`config.mk`:
```
export PLATFORM = sky130hd
export DESIGN_NAME = tune_sweep_ctrl
export DESIGN_NICKNAME = d
export VERILOG_FILES = /design/src/rtl/tune_pkg.sv /design/src/rtl/tune_verdict.sv /design/src/rtl/tune_run_track.sv /design/src/rtl/tune_midpoint.sv /design/src/rtl/tune_seq.sv /design/src/rtl/tune_sweep_ctrl.sv
export SDC_FILE = /design/constraint.sdc
export NUM_CORES = 1
export LEC_CHECK = 0
export ABC_AREA = 1
export BUFFER_PORTS_ARGS = -buffer_cell sky130_fd_sc_hd__buf_2
export CAP_MARGIN = 20
export CORE_ASPECT_RATIO = 1.75
export CORE_MARGIN = 10
export CORE_UTILIZATION = 65
export DETAILED_ROUTE_END_ITERATION = 16
export PLACE_DENSITY = 0.94
export SETUP_SLACK_MARGIN = 0.02
export SLEW_MARGIN = 5
export SYNTH_ARGS = -nofsm -noshare
export SYNTH_HDL_FRONTEND = slang
export SYNTH_SLANG_ARGS = --single-unit
```
`constraint.sdc`:
```
create_clock -name clk -period 6.1 [get_ports clk]
set_input_delay 0.305 -clock clk [delete_from_list [all_inputs] [get_ports clk]]
set_output_delay 0.305 -clock clk [all_outputs]
set_load 0.02 [all_outputs]
```
`src/rtl/tune_pkg.sv`:
```
package tune_pkg;

   typedef enum logic [1:0] {
      ST_IDLE = 2'd0,
      ST_REQ  = 2'd1,
      ST_GAP  = 2'd2,
      ST_FIN  = 2'd3
   } sweep_st_t;

   typedef enum logic {
      MODE_READ  = 1'b0,
      MODE_WRITE = 1'b1
   } tune_mode_t;

endpackage

```
`src/rtl/tune_verdict.sv`:
```
module tune_verdict #(
   parameter bit READ_NEEDS_DATA = 1'b1
) (
   input  logic mode_i,
   input  logic rsp_ok_i,
   input  logic data_ok_i,
   output logic pass_o
);
   import tune_pkg::*;

   generate
      if (READ_NEEDS_DATA) begin : g_read_data
         always_comb begin
            if (tune_mode_t'(mode_i) == MODE_WRITE)
               pass_o = rsp_ok_i;
            else
               pass_o = rsp_ok_i & data_ok_i;
         end
      end else begin : g_rsp_only
         always_comb pass_o = rsp_ok_i;
      end
   endgenerate

endmodule

```
`src/rtl/tune_run_track.sv`:
```
module tune_run_track #(
   parameter int DLY_W = 8,
   localparam int LEN_W = DLY_W + 1
) (
   input  logic             clk,
   input  logic             rst_n,
   input  logic             clr_i,
   input  logic             rec_i,
   input  logic             pass_i,
   input  logic [DLY_W-1:0] idx_i,
   output logic [DLY_W-1:0] best_start_o,
   output logic [LEN_W-1:0] best_len_o
);

   logic [DLY_W-1:0] cur_start;
   logic [LEN_W-1:0] cur_len;
   logic [DLY_W-1:0] run_start;
   logic [LEN_W-1:0] run_len;

   always_comb begin
      run_start = (cur_len == '0) ? idx_i : cur_start;
      run_len   = cur_len + 1'b1;
   end

   always_ff @(posedge clk or negedge rst_n) begin
      if (!rst_n) begin
         cur_start    <= '0;
         cur_len      <= '0;
         best_start_o <= '0;
         best_len_o   <= '0;
      end else if (clr_i) begin
         cur_start    <= '0;
         cur_len      <= '0;
         best_start_o <= '0;
         best_len_o   <= '0;
      end else if (rec_i) begin
         if (pass_i) begin
            cur_start <= run_start;
            cur_len   <= run_len;
            if (run_len > best_len_o) begin
               best_start_o <= run_start;
               best_len_o   <= run_len;
            end
         end else begin
            cur_len <= '0;
         end
      end
   end

   // the stored best run only grows during a sweep
   a_r5_best_monotonic: assert property (@(posedge clk) disable iff (!rst_n)
      !clr_i |=> best_len_o >= $past(best_len_o));

   // the open run can never be longer than the best one
   a_r5_open_le_best: assert property (@(posedge clk) disable iff (!rst_n)
      cur_len <= best_len_o);

   // a failing step closes the open run
   a_r5_fail_closes: assert property (@(posedge clk) disable iff (!rst_n)
      (rec_i && !pass_i && !clr_i) |=> cur_len == '0);

endmodule

```
`src/rtl/tune_midpoint.sv`:
```
module tune_midpoint #(
   parameter int DLY_W = 8,
   localparam int LEN_W = DLY_W + 1
) (
   input  logic [DLY_W-1:0] start_i,
   input  logic [LEN_W-1:0] len_i,
   output logic [DLY_W-1:0] mid_o,
   output logic [DLY_W-1:0] last_o,
   output logic             none_o
);

   logic [LEN_W-1:0] span;

   always_comb begin
      span   = len_i - 1'b1;
      none_o = (len_i == '0);
      mid_o  = start_i + span[DLY_W:1];
      last_o = start_i + span[DLY_W-1:0];
   end

endmodule

```
`src/rtl/tune_seq.sv`:
```
module tune_seq #(
   parameter int DLY_W   = 8,
   parameter int DLY_MIN = 0,
   parameter int DLY_MAX = 255
) (
   input  logic             clk,
   input  logic             rst_n,
   input  logic             start_i,
   input  logic             mode_i,
   input  logic             ack_i,
   input  logic [DLY_W-1:0] mid_i,
   input  logic [DLY_W-1:0] last_i,
   input  logic [DLY_W-1:0] best_start_i,
   input  logic             none_i,
   output logic             busy_o,
   output logic             done_o,
   output logic             req_o,
   output logic             kind_o,
   output logic             clr_o,
   output logic             rec_o,
   output logic [DLY_W-1:0] dly_o,
   output logic [DLY_W-1:0] win_start_o,
   output logic [DLY_W-1:0] win_end_o,
   output logic             no_win_o
);
   import tune_pkg::*;

   localparam logic [DLY_W-1:0] MIN_CODE = DLY_W'(DLY_MIN);
   localparam logic [DLY_W-1:0] MAX_CODE = DLY_W'(DLY_MAX);

   sweep_st_t st;

   always_comb begin
      req_o = (st == ST_REQ);
      clr_o = (st == ST_IDLE) && start_i;
      rec_o = (st == ST_REQ) && ack_i;
   end

   always_ff @(posedge clk or negedge rst_n) begin
      if (!rst_n) begin
         st          <= ST_IDLE;
         busy_o      <= 1'b0;
         done_o      <= 1'b0;
         kind_o      <= 1'b0;
         dly_o       <= MIN_CODE;
         win_start_o <= '0;
         win_end_o   <= '0;
         no_win_o    <= 1'b0;
      end else begin
         done_o <= 1'b0;
         unique case (st)
            ST_IDLE: begin
               if (start_i) begin
                  st       <= ST_REQ;
                  busy_o   <= 1'b1;
                  dly_o    <= MIN_CODE;
                  kind_o   <= mode_i;
                  no_win_o <= 1'b0;
               end
            end
            ST_REQ: begin
               if (ack_i) begin
                  if (dly_o == MAX_CODE) begin
                     st <= ST_FIN;
                  end else begin
                     dly_o <= dly_o + 1'b1;
                     st    <= ST_GAP;
                  end
               end
            end
            ST_GAP: st <= ST_REQ;
            ST_FIN: begin
               st     <= ST_IDLE;
               busy_o <= 1'b0;
               done_o <= 1'b1;
               if (none_i) begin
                  no_win_o    <= 1'b1;
                  dly_o       <= MIN_CODE;
                  win_start_o <= '0;
                  win_end_o   <= '0;
               end else begin
                  dly_o       <= mid_i;
                  win_start_o <= best_start_i;
                  win_end_o   <= last_i;
               end
            end
            default: st <= ST_IDLE;
         endcase
      end
   end

   // a sweep always begins at the lowest code
   a_r1_begin_at_min: assert property (@(posedge clk) disable iff (!rst_n)
      $rose(busy_o) |-> (dly_o == MIN_CODE && req_o));

   // each graded step moves the code up by exactly one
   a_r2_step_by_one: assert property (@(posedge clk) disable iff (!rst_n)
      (req_o && ack_i && dly_o != MAX_CODE) |=> dly_o == DLY_W'($past(dly_o) + 1'b1));

   // request and code hold until acknowledged
   a_r2_hold_until_ack: assert property (@(posedge clk) disable iff (!rst_n)
      (req_o && !ack_i) |=> (req_o && $stable(dly_o)));

   // requests only inside a sweep
   a_r2_req_in_busy: assert property (@(posedge clk) disable iff (!rst_n)
      req_o |-> busy_o);

   // an empty sweep parks the code at the minimum
   a_r7_empty_parks_min: assert property (@(posedge clk) disable iff (!rst_n)
      (done_o && no_win_o) |-> (dly_o == MIN_CODE && win_start_o == '0 && win_end_o == '0));

   // done is a single-cycle pulse ending busy
   a_r8_done_pulse: assert property (@(posedge clk) disable iff (!rst_n)
      done_o |=> !done_o);
   a_r8_done_ends_busy: assert property (@(posedge clk) disable iff (!rst_n)
      done_o |-> $fell(busy_o));

endmodule

```
`src/rtl/tune_sweep_ctrl.sv`:
```
module tune_sweep_ctrl #(
   parameter int DLY_W           = 8,
   parameter int DLY_MIN         = 0,
   parameter int DLY_MAX         = 255,
   parameter bit READ_NEEDS_DATA = 1'b1,
   localparam int LEN_W = DLY_W + 1
) (
   input  logic             clk,
   input  logic             rst_n,
   input  logic             start_i,
   input  logic             mode_i,
   output logic             busy_o,
   output logic             done_o,
   output logic [DLY_W-1:0] dly_o,
   output logic             test_req_o,
   output logic             test_kind_o,
   input  logic             test_ack_i,
   input  logic             test_rsp_ok_i,
   input  logic             test_data_ok_i,
   output logic [DLY_W-1:0] win_start_o,
   output logic [DLY_W-1:0] win_end_o,
   output logic             no_win_o
);

   generate
      if (DLY_W < 2 || DLY_W > 16) begin : g_bad_width
         $error("tune_sweep_ctrl: DLY_W out of range");
      end
      if (DLY_MIN < 0 || DLY_MAX >= (1 << DLY_W) || DLY_MIN > DLY_MAX) begin : g_bad_range
         $error("tune_sweep_ctrl: sweep bounds do not fit the code width");
      end
   endgenerate

   logic             clr;
   logic             rec;
   logic             pass;
   logic [DLY_W-1:0] best_start;
   logic [LEN_W-1:0] best_len;
   logic [DLY_W-1:0] mid;
   logic [DLY_W-1:0] last;
   logic             none;

   tune_verdict #(.READ_NEEDS_DATA(READ_NEEDS_DATA)) u_verdict (
      .mode_i    (test_kind_o),
      .rsp_ok_i  (test_rsp_ok_i),
      .data_ok_i (test_data_ok_i),
      .pass_o    (pass)
   );

   tune_run_track #(.DLY_W(DLY_W)) u_track (
      .clk          (clk),
      .rst_n        (rst_n),
      .clr_i        (clr),
      .rec_i        (rec),
      .pass_i       (pass),
      .idx_i        (dly_o),
      .best_start_o (best_start),
      .best_len_o   (best_len)
   );

   tune_midpoint #(.DLY_W(DLY_W)) u_mid (
      .start_i (best_start),
      .len_i   (best_len),
      .mid_o   (mid),
      .last_o  (last),
      .none_o  (none)
   );

   tune_seq #(.DLY_W(DLY_W), .DLY_MIN(DLY_MIN), .DLY_MAX(DLY_MAX)) u_seq (
      .clk          (clk),
      .rst_n        (rst_n),
      .start_i      (start_i),
      .mode_i       (mode_i),
      .ack_i        (test_ack_i),
      .mid_i        (mid),
      .last_i       (last),
      .best_start_i (best_start),
      .none_i       (none),
      .busy_o       (busy_o),
      .done_o       (done_o),
      .req_o        (test_req_o),
      .kind_o       (test_kind_o),
      .clr_o        (clr),
      .rec_o        (rec),
      .dly_o        (dly_o),
      .win_start_o  (win_start_o),
      .win_end_o    (win_end_o),
      .no_win_o     (no_win_o)
   );

   // a reported window is ordered and holds the chosen code
   a_r6_mid_inside: assert property (@(posedge clk) disable iff (!rst_n)
      (done_o && !no_win_o) |-> (win_start_o <= dly_o && dly_o <= win_end_o));

endmodule

```
==> results of run 1 <==
state kept, by name, indices dropped and copies added, names as in the netlist, 2 cells and up:
register / flops
u_track.cur_len: 9
u_track.best_len_o: 9
u_seq.win_start_o: 8
u_track.cur_start: 8
u_seq.win_end_o: 8
u_seq.dly_o: 8
u_track.best_start_o: 8
u_seq.st: 2
layer usage:
layer	track usage, %	wire length, um	up-vias
met5	0	0	-
met4	20.8	869	0
met3	6.06	530	67
met2	38.7	5330	163
met1	21.5	3540	1758
li1	-	-	1753
area by class of cell:
cell class / count / area (um^2)
fill: 466 / 1560
timing repair buffer: 36 / 183
clock buffer: 15 / 166
inverter: 72 / 270
sequential: 64 / 1600
tap: 78 / 97.6
multi-input combinational: 369 / 2050
path summary, 6_finish.rpt:
check	from	endpoint	slack, ns	cells past startpoint
max	u_track.cur_len[0]	u_track.best_len_o[1]	3.40	16
min	rst_n	u_seq.win_end_o[4]	0.11	2
max reg2reg	u_track.cur_len[0]	u_track.best_len_o[1]	3.40	16
min reg2reg	u_seq.busy_o	u_seq.busy_o	0.48	2
max in group asynchronous	rst_n	u_seq.st[0]	5.44	2
min in group clk	mode_i	u_seq.kind_o	0.16	3
worst max-delay path, cell delays in order (launching register included):
cell      delay, ns
dfrtp_1        0.37
ha_1           0.20
nand2_1        0.11
nor2_1         0.21
nand4_1        0.13
xor2_1         0.15
inv_1          0.10
ha_1           0.32
nand2_1        0.09
nor2_1         0.16
nand3b_1       0.10
nand3_1        0.18
nand2_4        0.11
nand2_8        0.15
inv_1          0.08
nand2_1        0.06
nand2_1        0.05
kinds of logic after synthesis:
group | after synthesis | share of synthesized area [%]
AOI/OAI and AO/OA | 95 | 12.9
xor gates and xnor gates | 13 | 2.86
DFF | 64 | 40.2
adders and majority gates | 29 | 9.48
buffers and inverters | 81 | 8.45
and+or+nand+nor | 232 | 26.1
synthesized netlist by cell type, types with 3 or more instances:
cell	number	area share, %
or2_1	5	0.78
o21ai_2	3	0.66
nor3_1	3	0.38
dfrtp_1	64	40
nor2_4	3	0.85
a21oi_1	17	2.1
nand4_1	11	1.7
nand2_1	140	13
xor2_1	8	1.8
o21ai_0	59	7.4
ha_1	27	8.5
xnor2_1	5	1.1
inv_1	68	6.4
inv_2	4	0.38
o21ai_1	5	0.63
clkbuf_1	3	0.28
nor2_1	25	2.4
nand3_1	33	4.1
o211ai_1	6	1.1
nand3b_1	3	0.57
power by group through the flow:
stage               sequential, W  combinational, W  clock, W
global route             0.000656           0.00124  0.000344
floorplan                0.000722          0.000718         0
detailed placement       0.000647           0.00110         0
CTS                      0.000642           0.00110  0.000325
global placement         0.000640           0.00105         0
finish                   0.000644           0.00111  0.000322
per-stage QoR:
step	hold slack (ns)	total power [W]
after floorplan	0.00941	0.00144
after global placement	0.457	0.00169
after detailed placement	0.461	0.00174
after CTS	0.150	0.00207
after global routing	0.181	0.00224
final	0.110	0.00208
==> impl_metrics.json, run 1 <==
{
  "outcome": "complete, no violations",
  "p_comb_share_pct": 53.5,
  "dieArea_um2": 9790,
  "syn_area_per_cell_um2": 7.75,
  "rsz0062_at_grt": "no",
  "yosys_warnings": 0,
  "cts_buffers": 9,
  "first_pass_iters": 5,
  "synthCells": 514,
  "layout_commonest_cell": "nand2_1",
  "antenna_found_initial": 0,
  "grt_usage_pct": 22.6,
  "gp_congestion": 0.993,
  "synth_ff_type": "dfrtp_1",
  "async_reset_ff_share_pct": 100,
  "placed_cell_area_um2": 4200,
  "power.switching_w": 0.00100,
  "final_core_util_pct": 73.7,
  "wl_per_cell_um": 16.2,
  "synthesis.area_um2": 3990,
  "critPathMaxFanout": 25,
  "ys_seq_area_share_pct": 40.2,
  "finalSetupViolCount": 0,
  "arrival_ns": 2.93,
  "finClkSkew_ns": 0.00575,
  "overflow": 0,
  "seq_power_share_pct": 31.0,
  "cp_data_required_time_ns": 6.34,
  "hold_path.class": "in2async",
  "start_kind": "flop",
  "p_sw_share_pct": 48.1,
  "cts_setup_buffers": 0,
  "fmax_mhz": 371,
  "post-route-min-period_ns": 2.70,
  "routed_wl_um": 10300,
  "setup_ws_ns": 3.40,
  "numPortBuffers": 35,
  "cts_sinks": 64,
  "ant_nets": 0,
  "root_buffer": "clkbuf_8",
  "detailedRoute.firstIterationViolations": 356,
  "nets": 588,
  "powerDensity_nw_per_um2": 476,
  "finalInstanceArea_um2": 4370,
  "hold_viol_final": 0,
  "maxCapViolations": 0,
  "rows": 37,
  "worst_pin_slew_ns": 0.808,
  "relSlewSlack_pct": 46.1,
  "ctsResizeCount": 0,
  "criticalPathCategory": "reg2reg",
  "viasPerCell": 5.90,
  "cts_tree": "yes",
  "clk_latency_ns": 0.35,
  "netlist-cell-type-count": 37,
  "yosys_register_bits": 64,
  "area_growth_pct": 9.54,
  "path_clk_slew_ns": 0.07,
  "h-tree-depth": 3,
  "cellLeakagePower_nw": 2.33,
  "n_antenna_cell": 0,
  "initial_core_util_pct": 67.3,
  "grt_pass1_vias": 3855,
  "slew_violations": 0,
  "intPower_w": 0.00108,
  "fp.dieW_um": 79.2,
  "ir_drop_uv": 293,
  "final_cells": 634,
  "coreArea_um2": 5930,
  "postCtsHoldBufs": 0,
  "syn_nets": 550,
  "dpl_worst_slack_ns": 3.50,
  "die_h_um": 124,
  "synth_edf_count": 0,
  "final_cell_mix": "nand2_1, inv_1, dfrtp_1, o21ai_0, buf_2",
  "grt_max_degree": 65,
  "dp_hpwl_um": 7860,
  "drc": 0,
  "vias": 3741,
  "p_clk_share_pct": 15.5,
  "placed_cells": 619,
  "cts_max_path_buffers": 2,
  "ios": 36,
  "grt_pass1_wl_um": 17500,
  "tns_ns": 0,
  "cp-end-kind": "flop",
  "fin_crit_sh_pct": 44.2,
  "drive_gt1_share_pct": 11.7
}
Power figures use the tool's default switching activity.
==> run 2, diff against run 1 <==
--- a/config.mk
+++ b/config.mk
@@ -5,14 +5,14 @@
 export SDC_FILE = /design/constraint.sdc
 export NUM_CORES = 1
 export LEC_CHECK = 0
-export ABC_AREA = 1
+export ABC_AREA = 0
 export BUFFER_PORTS_ARGS = -buffer_cell sky130_fd_sc_hd__buf_2
 export CAP_MARGIN = 20
 export CORE_ASPECT_RATIO = 1.75
 export CORE_MARGIN = 10
-export CORE_UTILIZATION = 65
+export CORE_UTILIZATION = 60
 export DETAILED_ROUTE_END_ITERATION = 16
-export PLACE_DENSITY = 0.94
+export PLACE_DENSITY = 0.88
 export SETUP_SLACK_MARGIN = 0.02
 export SLEW_MARGIN = 5
 export SYNTH_ARGS = -nofsm -noshare
==> constraint.sdc (replaced) <==
create_clock -name clk -period 2.6 [get_ports clk]
set_input_delay 0.13 -clock clk [delete_from_list [all_inputs] [get_ports clk]]
set_output_delay 0.13 -clock clk [all_outputs]
set_load 0.02 [all_outputs]
==> run 2 against run 1 <==
  * Critical path depth is 6 lower
  * Total power rose to 2.8 times the previous value
  * Clock skew grew 0.0035 ns
  * Routed wire length is 3.6% higher
  * The flow now finishes with violations (negative setup slack)
  * Critical path type unchanged
  * Non-clock buffer count up 40
  * First-iteration DRC count decreased by 3.7%
  * Final area up 11%
  * Combinational power grew to 3.1 times the previous value
  * Synthesized area decreased by 2.8%
==> impl_metrics.json, run 2 <==
{
  "arrival_ns": 2.91,
  "cts_buffers": 9,
  "vias": 3389,
  "h-tree-depth": 3,
  "wl_per_cell_um": 18.8,
  "ios": 36,
  "synthesis.area_um2": 3870,
  "grt_pass1_wl_um": 16500,
  "routed_wl_um": 10600,
  "syn_nets": 442,
  "drive_gt1_share_pct": 27.6,
  "powerDensity_nw_per_um2": 1210,
  "rows": 38,
  "critPathMaxFanout": 8,
  "reg_top3": "u_track.best_len_o x9, u_track.cur_len x9",
  "area_growth_pct": 24.7,
  "synth_ff_type": "dfrtp_1",
  "slew_violations": 0,
  "netlist-cell-type-count": 52,
  "hold_path.class": "in2reg",
  "clk_latency_ns": 0.37,
  "cellLeakagePower_nw": 2.38,
  "final_cell_mix": "dfrtp_1, nand2_1, buf_4, buf_2, o21ai_0",
  "worst_pin_slew_ns": 0.817,
  "path_clk_slew_ns": 0.07,
  "synth_edf_count": 0,
  "dieArea_um2": 10200,
  "post-route-min-period_ns": 2.63,
  "die_h_um": 126,
  "synthCells": 406,
  "cts_max_path_buffers": 2,
  "root_buffer": "clkbuf_8",
  "cts_sinks": 64,
  "fmax_mhz": 381,
  "yosys_warnings": 0,
  "rsz0062_at_grt": "yes",
  "drc": 0,
  "fin_crit_sh_pct": 101,
  "grt_usage_pct": 20.5,
  "antenna_found_initial": 0,
  "grt_pass1_vias": 3457,
  "async_reset_ff_share_pct": 100,
  "numPortBuffers": 35,
  "dp_hpwl_um": 7310,
  "maxCapViolations": 0,
  "cp-end-kind": "flop",
  "overflow": 0,
  "cp_data_required_time_ns": 2.88,
  "viasPerCell": 6.00,
  "criticalPathCategory": "reg2reg",
  "start_kind": "flop",
  "final_cells": 565,
  "relSlewSlack_pct": 45.6,
  "grt_max_degree": 65,
  "yosysMostFrequentCell": "dfrtp_1",
  "gp_congestion": 0.954,
  "whs_ns": 0.00993,
  "yosysTopAreaCellShare_pct": 41.3,
  "cts_tree": "yes",
  "ant_nets": 0,
  "n_antenna_cell": 0,
  "hold_viol_final": 0,
  "first_pass_iters": 5,
  "synth_area_leaders": "dfrtp_1, ha_1, mux2i_1",
  "layout_commonest_cell": "dfrtp_1",
  "synth_area_leader_cell": "dfrtp_1",
  "finalSetupViolCount": 5,
  "fp.dieW_um": 80.8,
  "path_cells": "buf_4 -> and3_4 -> xor2_1 -> ha_1 -> o21ai_0 -> a21oi_2 -> o41ai_2 -> a211o_2 -> buf_8 -> mux2i_2",
  "placed_cells": 539,
  "yosys_register_bits": 64,
  "slowest_delay_ns": 0.41,
  "finClkSkew_ns": 0.00929,
  "outcome": "finished, violations left",
  "ir_drop_uv": 723,
  "coreArea_um2": 6230,
  "syn_area_per_cell_um2": 9.54,
  "detailedRoute.firstIterationViolations": 343,
  "cp_slowest_cell": "dfrtp_1",
  "setup_ws_ns": -0.0269,
  "nets": 516,
  "initial_core_util_pct": 62.2,
  "synth_common_cells": "dfrtp_1, nand2_1, o21ai_0",
  "violations": "negative setup slack",
  "ys_seq_area_share_pct": 41.3
}
[run 2: changes by cell type after synthesis, sizes merged, moves of 14 or more]
cell   previous run  this run
nand3            34         9
o21ai            67        34
inv              72        24
a21oi            17        31
nand2           144        53
mux2i             0        20
[run 2: cell type report]
type                    instances  area [um^2]
clock inverters                 3         40.0
well taps                      80          100
clock buffers                  13          159
fillers                       379         1400
repair buffers                 76          495
multi-input cells             304         2330
inverters                      25         98.8
flip-flops and latches         64         1600
[run 2: worst max-delay path: cells and delay by family (launching register included)]
family,cells,cell delay (ns)
buffers and inverters,2,0.36
AND/OR/NAND/NOR,1,0.21
multiplexers,1,0.23
adder cells (fa/ha/maj),1,0.32
AO/OA/AOI/OAI,4,0.70
flip-flops,1,0.41
XOR/XNOR,1,0.28
[run 2: per-stage QoR]
step                utilization (%)  setup WS, ns  setup TNS, ns  power, W  cell area, um^2
floorplan                         -        0.0428              0   0.00365             3880
global placement               69.4       -0.0452        -0.0452   0.00442             4320
detailed placement             69.4        -0.164          -1.22   0.00456             4320
CTS                            74.8       0.00980              0   0.00555             4660
global route                   77.6       -0.0955          -1.08   0.00617             4830
finish                         77.6       -0.0269        -0.0894   0.00583             4830
[run 2: path summary, 6_finish.rpt]
| path | start | to | slack, ns | cells past startpoint |
|---|---|---|---|---|
| max | u_track.cur_len[0] | u_track.best_start_o[3] | -0.03 | 10 |
| min | start_i | u_seq.st[0] | 0.01 | 3 |
| max reg2reg | u_track.cur_len[0] | u_track.best_start_o[3] | -0.03 | 10 |
| min reg2reg | u_seq.win_end_o[5] | u_seq.win_end_o[5] | 0.47 | 2 |
| max in group asynchronous | rst_n | u_track.best_len_o[0] | 1.58 | 3 |
| min in group asynchronous | rst_n | u_track.best_len_o[5] | 0.46 | 3 |
[run 2: report_power, final]
group	switching [W]	internal, W	leakage (nW)
logic	0.00195	0.00145	1.42
clock network	0.000395	0.000492	0.103
registers	0.000281	0.00126	0.860
[run 2: cells by family (layout without fill, tap and decap cells)]
kind of cell	after synthesis	in the layout	synth area share (%)
fa+ha+maj	29	29	9.75
mux	24	24	6.33
compound gates	107	107	17.6
xor+xnor	29	29	6.91
simple gates	115	115	13.8
buf+inv	38	117	4.23
flops	64	64	41.3
[run 2: timing repair]
item / 4_1_cts / 5_1_grt
endpoints found under the setup margin: 19 / 22
pin swaps: 2 / 15
setup buffers: 4 / 4
endpoints found under the hold margin: 65 / 0
hold buffers: 2 / 0
resized for setup: 17 / 24
[run 2: layer usage]
layer	wire, um	GRT usage, %	share of wire [%]
met1	3990	21.3	38
met3	558	6.01	5.2
met5	0	0	0
met2	5660	35.1	53
met4	430	12.0	4.0
